[src/rtl/ilace_vtimer_pkg.sv]
package ilace_vtimer_pkg;

  localparam int FIELDS = 4;
  localparam int FLD_W  = $clog2(FIELDS);

  typedef logic [FLD_W-1:0] field_num_t;

  function automatic int max2(input int a, input int b);
    return (a > b) ? a : b;
  endfunction

endpackage

[src/rtl/ilace_rst_sync.sv]
module ilace_rst_sync (
  input  logic clk,
  input  logic rst_n,
  output logic rst_s
);

  logic [1:0] stage_q;

  always_ff @(posedge clk or negedge rst_n) begin
    if (!rst_n) stage_q <= 2'b00;
    else        stage_q <= {stage_q[0], 1'b1};
  end

  assign rst_s = stage_q[1];

endmodule

[src/rtl/ilace_hl_counter.sv]
module ilace_hl_counter
  import ilace_vtimer_pkg::*;
#(
  parameter int HL_W = 11
) (
  input  logic            clk,
  input  logic            rst_n,
  input  logic            hl_tick,
  input  logic            field_id,
  output logic [HL_W-1:0] h_q,
  output logic            fid_q,
  output field_num_t      fnum_q
);

  localparam logic [HL_W-1:0] HL_MAX = '1;

  logic [HL_W-1:0] h_d;
  logic            fid_d;
  field_num_t      fnum_d;
  logic            boundary;

  // next-state
  always_comb begin
    h_d      = h_q;
    fid_d    = fid_q;
    fnum_d   = fnum_q;
    boundary = hl_tick && (field_id != fid_q);
    if (boundary) begin
      h_d    = '0;
      fid_d  = field_id;
      fnum_d = fnum_q + field_num_t'(1);
    end else if (hl_tick && (h_q != HL_MAX)) begin
      h_d    = h_q + HL_W'(1);
    end
  end

  // registers, enabled by the half-line tick
  always_ff @(posedge clk or negedge rst_n) begin
    if (!rst_n) begin
      h_q    <= '0;
      fid_q  <= 1'b0;
      fnum_q <= '0;
    end else if (hl_tick) begin
      h_q    <= h_d;
      fid_q  <= fid_d;
      fnum_q <= fnum_d;
    end
  end

endmodule

[src/rtl/ilace_window.sv]
module ilace_window
  import ilace_vtimer_pkg::*;
#(
  parameter int POS_W = 11,
  parameter int ST_W  = 7,
  parameter int LEN_W = 11
) (
  input  logic             en,
  input  logic [POS_W-1:0] pos,
  input  logic [ST_W-1:0]  start,
  input  logic [LEN_W-1:0] len,
  output logic             active
);

  localparam int SW = max2(max2(POS_W, ST_W), LEN_W) + 1;

  logic [SW-1:0] pos_x;
  logic [SW-1:0] beg_x;
  logic [SW-1:0] end_x;

  always_comb begin
    pos_x  = SW'(pos);
    beg_x  = SW'(start);
    end_x  = beg_x + SW'(len);
    active = en && (pos_x >= beg_x) && (pos_x < end_x);
  end

endmodule

[src/rtl/ilace_burst_sel.sv]
module ilace_burst_sel
  import ilace_vtimer_pkg::*;
#(
  parameter int LN_W  = 10,
  parameter int VBS_W = 6,
  parameter int VBE_W = 8
) (
  input  field_num_t              fsel,
  input  logic [LN_W-1:0]         line,
  input  logic [LN_W-1:0]         nbr,
  input  logic [FIELDS*VBS_W-1:0] vbs_all,
  input  logic [FIELDS*VBE_W-1:0] vbe_all,
  output logic                    active
);

  localparam int BW = max2(max2(LN_W, VBS_W), VBE_W) + 1;

  logic [VBS_W-1:0] bs_arr [FIELDS];
  logic [VBE_W-1:0] be_arr [FIELDS];

  for (genvar k = 0; k < FIELDS; k++) begin : g_unpack
    assign bs_arr[k] = vbs_all[k*VBS_W +: VBS_W];
    assign be_arr[k] = vbe_all[k*VBE_W +: VBE_W];
  end

  logic [BW-1:0] line_x;
  logic [BW-1:0] beg_x;
  logic [BW-1:0] end_x;

  always_comb begin
    line_x = BW'(line);
    beg_x  = BW'(bs_arr[fsel]);
    end_x  = BW'(nbr) + BW'(be_arr[fsel]);
    active = (line_x >= beg_x) && (line_x <= end_x);
  end

endmodule

[src/rtl/ilace_vtimer.sv]
module ilace_vtimer
  import ilace_vtimer_pkg::*;
#(
  parameter int HL_W   = 11,
  parameter int ST_W   = 7,
  parameter int VLEN_W = 11,
  parameter int ELEN_W = 7,
  parameter int VBS_W  = 6,
  parameter int VBE_W  = 8
) (
  input  logic                    clk,
  input  logic                    rst_n,
  input  logic                    hl_tick,
  input  logic                    field_id,
  input  logic [ST_W-1:0]         vs_start_f1,
  input  logic [ST_W-1:0]         vs_start_f2,
  input  logic [VLEN_W-1:0]       vs_len,
  input  logic                    eq_en,
  input  logic [ST_W-1:0]         eq_start_f1,
  input  logic [ST_W-1:0]         eq_start_f2,
  input  logic [ELEN_W-1:0]       eq_len,
  input  logic [HL_W-2:0]         nbr_line,
  input  logic [FIELDS*VBS_W-1:0] vb_start_all,
  input  logic [FIELDS*VBE_W-1:0] vb_end_all,
  output logic                    vsync_o,
  output logic                    eq_o,
  output logic                    vburst_o,
  output logic [1:0]              field_no
);

  localparam int LN_W = HL_W - 1;

  logic            rst_s;
  logic [HL_W-1:0] h_q;
  logic            fid_q;
  field_num_t      fnum_q;
  logic [ST_W-1:0] vs_start_sel;
  logic [ST_W-1:0] eq_start_sel;

  ilace_rst_sync u_rst (
    .clk   (clk),
    .rst_n (rst_n),
    .rst_s (rst_s)
  );

  ilace_hl_counter #(.HL_W(HL_W)) u_cnt (
    .clk      (clk),
    .rst_n    (rst_s),
    .hl_tick  (hl_tick),
    .field_id (field_id),
    .h_q      (h_q),
    .fid_q    (fid_q),
    .fnum_q   (fnum_q)
  );

  assign vs_start_sel = fid_q ? vs_start_f2 : vs_start_f1;
  assign eq_start_sel = fid_q ? eq_start_f2 : eq_start_f1;

  ilace_window #(.POS_W(HL_W), .ST_W(ST_W), .LEN_W(VLEN_W)) u_vs_win (
    .en     (1'b1),
    .pos    (h_q),
    .start  (vs_start_sel),
    .len    (vs_len),
    .active (vsync_o)
  );

  ilace_window #(.POS_W(HL_W), .ST_W(ST_W), .LEN_W(ELEN_W)) u_eq_win (
    .en     (eq_en),
    .pos    (h_q),
    .start  (eq_start_sel),
    .len    (eq_len),
    .active (eq_o)
  );

  ilace_burst_sel #(.LN_W(LN_W), .VBS_W(VBS_W), .VBE_W(VBE_W)) u_burst (
    .fsel    (fnum_q),
    .line    (h_q[HL_W-1:1]),
    .nbr     (nbr_line),
    .vbs_all (vb_start_all),
    .vbe_all (vb_end_all),
    .active  (vburst_o)
  );

  assign field_no = fnum_q;

endmodule

[config.mk]
export PLATFORM = sky130hd
export DESIGN_NAME = ilace_vtimer
export DESIGN_NICKNAME = d
export VERILOG_FILES = /design/src/rtl/ilace_vtimer_pkg.sv /design/src/rtl/ilace_rst_sync.sv /design/src/rtl/ilace_hl_counter.sv /design/src/rtl/ilace_window.sv /design/src/rtl/ilace_burst_sel.sv /design/src/rtl/ilace_vtimer.sv
export SDC_FILE = /design/constraint.sdc
export NUM_CORES = 1
export LEC_CHECK = 0
export CAP_MARGIN = 20
export CELL_PAD_IN_SITES_DETAIL_PLACEMENT = 1
export CELL_PAD_IN_SITES_GLOBAL_PLACEMENT = 2
export CORE_UTILIZATION = 41
export CTS_BUF_LIST = sky130_fd_sc_hd__clkbuf_8 sky130_fd_sc_hd__clkbuf_16
export CTS_CLUSTER_SIZE = 12
export DETAILED_ROUTE_END_ITERATION = 16
export DONT_BUFFER_PORTS = 1
export PLACE_DENSITY_LB_ADDON = 0.2
export SLEW_MARGIN = 20
export SYNTH_ARGS = -nofsm -noshare
export SYNTH_HDL_FRONTEND = slang
export SYNTH_SLANG_ARGS = --single-unit
[constraint.sdc]
create_clock -name clk -period 9.8 [get_ports clk]
set_input_delay 2.45 -clock clk [delete_from_list [all_inputs] [get_ports clk]]
set_output_delay 2.45 -clock clk [all_outputs]
set_load 0.005 [all_outputs]
Yosys cells after proc, flatten, opt, wreduce, memory -nomap -nowiden
Index checks and enable logic that the tools add are counted.
{ "totals": {"wordCells": 38, "inputBits": 117, "ram_bits": 0, "mem_count": 0, "ff_bits": 16, "output_inout_bits": 5, "mem_bits_ro": 0, "latch_bits": 0} }
{ "classes": {"multipliers": 0, "div": 0, "n_eq_ne": 2, "muxes": 10, "shift": 0, "bitwise_logic": 1, "reduce_logical": 9, "add_sub_neg": 5, "n_lt_le_gt_ge": 7} }
{ "ops": {"columns": ["operator", "count"], "rows": [
  ["11-bit by 12-bit < comparator with 1-bit output", 2],
  ["11-bit by 7-bit greater-or-equal comparator with 1-bit output", 2],
  ["11-bit two-way mux", 2],
  ["8-bit binary-select mux with 2-bit select", 1],
  ["8-bit two-way mux", 2],
  ["7-bit two-way mux", 2],
  ["7-bit by 11-bit adder with 12-bit output", 1],
  ["6-bit binary-select mux with 2-bit select", 1],
  ["6-bit two-way mux", 2],
  ["10-bit by 8-bit adder with 11-bit output", 1],
  ["11-bit by 1-bit adder with 11-bit output, second input constant", 1],
  ["10-bit by 11-bit <= comparator with 1-bit output", 1],
  ["11-bit inequality test, second input constant", 1],
  ["10-bit by 6-bit greater-or-equal comparator with 1-bit output", 1],
  ["7-bit by 7-bit adder with 8-bit output", 1],
  ["1-bit logical AND", 6],
  ["2-bit AND reduction", 2],
  ["3-bit greater-or-equal comparator, second input constant", 1],
  ["2-bit inverter with 3-bit output", 1],
  ["2-bit by 1-bit adder with 2-bit output, second input constant", 1],
  ["2-bit nonzero test", 1],
  ["1-bit inequality test", 1]
]} }

Depth between registers and ports, before layout
{ "depth": {"depth_word": 7, "mapped_depth": 17, "depth_no_buf": 15} }

Cells and area by module
From an unflattened synthesis, not the netlist that was laid out.
{ "hier_totals": {"hier_cells": 375, "area_unflattened_um2": 3464.6} }
{ "by_module_without_submodules": {"columns": ["mod", "seq_area_each_um2", "area_each_um2", "instances", "cells_each"], "rows": [
  ["ilace_burst_sel", 0.0, 1114.8, 1, 109],
  ["ilace_hl_counter", 350.3, 772.0, 1, 75],
  ["ilace_window at u_vs_win", 0.0, 758.2, 1, 96],
  ["ilace_window at u_eq_win", 0.0, 593.1, 1, 76],
  ["ilace_vtimer", 0.0, 172.7, 1, 16],
  ["ilace_rst_sync", 50.0, 53.8, 1, 3]
]} }

Worst setup path after synthesis
Ideal clock, no wire load.
{ "synth_path": {"kind": "in2out", "startpoint": "in vb_end_all[24]", "endpoint": "out vburst_o", "arrival_ns": 5.109, "path_stages": 15, "n_path_buf": 0, "required_ns": 7.350, "path_slack_ns": 2.241, "path_cell_list": "mux4_2 ha_1 inv_1 fa_1 nor2b_1 o21a_1 a31o_2 nor2_1 xnor2_1 ha_1 nand4_1 a21oi_1 a2111oi_0 o21ai_0 a32oi_1"} }
{ "synth_between": {"elab_chain_cells": 6} }
{ "synth_lines": {"columns": ["element", "line_no", "rtl"], "rows": [
  ["start, declared", "ilace_vtimer.sv:24", "input logic [FIELDS*VBE_W-1:0] vb_end_all,"],
  ["8-bit binary-select mux with 2-bit select", "ilace_burst_sel.sv:33", "end_x = BW'(nbr) + BW'(be_arr[fsel]);"],
  ["8-bit two-way mux (implied by the code) (2 in series)", "ilace_burst_sel.sv:33", null],
  ["10-bit by 8-bit adder with 11-bit output", "ilace_burst_sel.sv:33", null],
  ["10-bit by 11-bit <= comparator with 1-bit output", "ilace_burst_sel.sv:34", "active = (line_x >= beg_x) && (line_x <= end_x);"],
  ["1-bit logical AND", "ilace_burst_sel.sv:34", null],
  ["end, declared", "ilace_vtimer.sv:27", "output logic vburst_o,"]
]} }
No other way between the ends. The select of a mux whose other input is x is not followed.

Final worst setup path
Ends and elaborated chain as after synthesis.

==> impl_results.md <==
- Status: completed
- Avg WL per Cell: 17.7 um
- First-pass GRT wire length: 13.0 mm
- Clock-pin transition on the worst setup and hold timing paths: 0.06 ns
- Yosys reg bits: 16
- Post-route ant nets: 0
- Die area: 8430 sq um
- Pins Over Slew Limit: 0
- Worst Reg-to-Reg Cells: 5
- Worst EP required: 7.35 ns
- Final Cell Area: 3450 sq um
- VDD IR max: 0.150 mV
- Synth Warn #: 0
- Largest net degree at the start of global routing: 18
- Most numerous cell in the Yosys netlist: ha_1
- Crit path to: vburst_o
- Met1 GRT Util: 28.1%
- Number of port buffers: 0
- Hold Crit Class: flip-flop to asynchronous set/reset pin
- PostCTS Resize Cnt: 0
- Post-DP Area: 3390 sq um
- CTS Sinks: 16
- Area leader, netlist: ha_1
- Synth async-reset ratio: 100%
- Sequential share of the synthesized area: 12.1%
- Met2 Track Usage GR: 30.8%
- Overall routing resource usage: 19.4%
- CTS tree: built
- Syn Area/Cell: 9.09 sq um
- Unique masters post-synth: 60
- Worst skew pair latency: 0.25 ns
- Via density: 5.84
- Initial antenna violation count: 0
- Layout Nets: 552
- Slew headroom: 35.0%
- Final period util: 79.9%
- Cts hold-fix bufs: 0
- DRC: 0
- Final WS setup: 1.97 ns
- Max clock buf depth: 2
- Die W: 91.8 um
- Top Usage Layer GRT: met2
- Worst setup EP type: primary output
- Die height: 91.8 um
- CP Launch Type: input pin
- FF+latch area: 400 sq um
- Footprint of the multi-input gates: 2730 sq um
- Number of synthesized flops with an enable pin: 0
- Initial Util: 42.6%
- Site row count: 32
- Gr ovfl total: 0
- Final Hold Vio Count: 0
- GPL Wtd Cong: 0.758
- Setup bufs post-CTS: 0
- PwrDens: 174 nW/um^2
- Slew @ Worst Pin: 0.974 ns
- Via count: 2703
- Main synth FF type: dfrtp_1
- FF-to-FF setup slack: 7.40 ns
- Final Skew: 0.00135 ns
- Final WL: 8.18 mm
- Crit path arrival time: 5.38 ns
- Cells after Synth: 364
- CP Class: input pin to primary output
- Share of the synthesized area in the top cell type: 26.5%
- Worst-path fanout max: 3
- Hpwl dp: 6.89 mm
- Leakage: 1.69 nW
- Hold_ws: 0.251 ns
- Share of cells above drive strength 1: 7.48%
- Crit. Startpoint: vb_end_all[24]
- Syn nets: 554
- RSZ-0062 raised after global routing: no
- Clock Tree Root: clkbuf_8
- Core box area: 7770 sq um
- Top cells by count, synth: ha_1, inv_1, a21oi_1, nor2_1, dfrtp_1
- Leading post-synthesis cells by cell area: ha_1, dfrtp_1, mux4_2
- Placement Setup Slack: 1.96 ns
- H-tree levels: 1
- Vias in the first global route: 2682
- Reg-to-reg startpoint: u_cnt.fid_q$_DFFE_PN0P_
- Max-Cap Viols: 0
- Ant diodes: 0
- TNS Setup: 0 ns
- First drt pass iteration count: 4
- 1st-iter DRT viols: 62
- Met3 Usage GRT: 2.40%
- Setup violators final: 0
- Fill count: 916
- Post-Syn Area: 3310 sq um
- Area grow syn2layout: 4.24%
- Peak Freq: 128 MHz
- I/O pins: 122
- Num CTS Buffers: 3
- FF-to-FF End: u_cnt.h_q[1]$_DFFE_PN0P_
- Period minus WS final: 7.83 ns
[worst max-delay path: stages]
cell and delay, ns:
mux4_2 0.44, ha_1 0.22, inv_1 0.08, fa_1 0.22, nor2b_1 0.06, o21a_1 0.18
a31o_2 0.26, nor2_1 0.11, xnor2_1 0.13, ha_1 0.27, nand4_1 0.12, a21oi_1 0.05
a2111oi_0 0.35, o21ai_0 0.13, a32oi_1 0.28
[flip-flops by register name, summed over array words and instances (netlist names)]
name           flops
u_cnt.fid_q        1
u_cnt.fnum_q       2
u_rst.stage_q      2
u_cnt.h_q         11
[per-layer routing]
| layer | share of wire (%) | wire length (um) | up-vias |
|---|---|---|---|
| met4 | 0.87 | 71 | 0 |
| met1 | 50 | 4110 | 1271 |
| met5 | 0 | 0 | - |
| li1 | - | - | 1374 |
| met2 | 46 | 3740 | 51 |
| met3 | 3.2 | 263 | 7 |
[logic make-up after synthesis]
group,synth area share (%)
compound gates,18.2
simple gates,14.4
fa+ha+maj,28.3
buf+inv,5.37
mux,15.2
xor+xnor,6.32
flops,12.1
other cells,0.113
[metrics by stage]
step	utilization (%)	cells	power (mW)
floorplan	-	364	0.461
global placement	43.7	459	0.533
detailed placement	43.7	459	0.548
CTS	44.4	463	0.611
global route	44.4	463	0.670
finish	44.4	463	0.601
[cells in the final DEF (no fill, tap or decap), types with 5 or more instances in the layout]
master / netlist / routed
inv_1: 35 / 35
dfrtp_1: 16 / 16
xor2_1: 10 / 10
a21oi_1: 22 / 22
nand3_1: 5 / 5
ha_1: 70 / 70
nand4_1: 6 / 6
mux4_2: 14 / 14
nand2b_1: 10 / 10
a21o_1: 11 / 11
nand2_1: 15 / 15
o21ai_0: 9 / 9
nor2b_1: 6 / 6
nor2_1: 22 / 22
xnor2_1: 12 / 12
a211o_1: 5 / 5
nor3_1: 5 / 5
mux2i_1: 12 / 12
[worst min-delay path by stage]
stage | startpoint | endpoint | slack, ns | cells after the start
final | u_rst.stage_q[1]$_DFF_PN0_ | u_cnt.fnum_q[1]$_DFFE_PN0P_ | 0.25 | 0
after global routing | u_rst.stage_q[1]$_DFF_PN0_ | u_cnt.h_q[4]$_DFFE_PN0P_ | 0.31 | 0
after CTS | u_rst.stage_q[1]$_DFF_PN0_ | u_cnt.fnum_q[0]$_DFFE_PN0P_ | 0.27 | 0
after detailed placement | u_rst.stage_q[1]$_DFF_PN0_ | u_cnt.fnum_q[0]$_DFFE_PN0P_ | 0.27 | 0
after global placement | u_rst.stage_q[1]$_DFF_PN0_ | u_cnt.fnum_q[0]$_DFFE_PN0P_ | 0.26 | 0
after floorplan | u_rst.stage_q[1]$_DFF_PN0_ | u_cnt.fid_q$_DFFE_PN0P_ | 0.17 | 0
[power breakdown]
| group | internal, mW | switching [mW] | total (mW) | leakage [nW] |
|---|---|---|---|---|
| clock | 0.0357 | 0.0237 | 0.0594 | 0.0288 |
| sequential | 0.0748 | 0.0517 | 0.126 | 0.209 |
| combinational | 0.217 | 0.198 | 0.415 | 1.46 |
[layout make-up]
| type | count | share of cell area [%] |
|---|---|---|
| clock buffer | 4 | 1.60 |
| inverter | 36 | 3.92 |
| multi-input combinational | 305 | 79.2 |
| sequential | 16 | 11.6 |
| tap | 102 | 3.70 |
No activity file was read; power rests on OpenSTA's default activity.
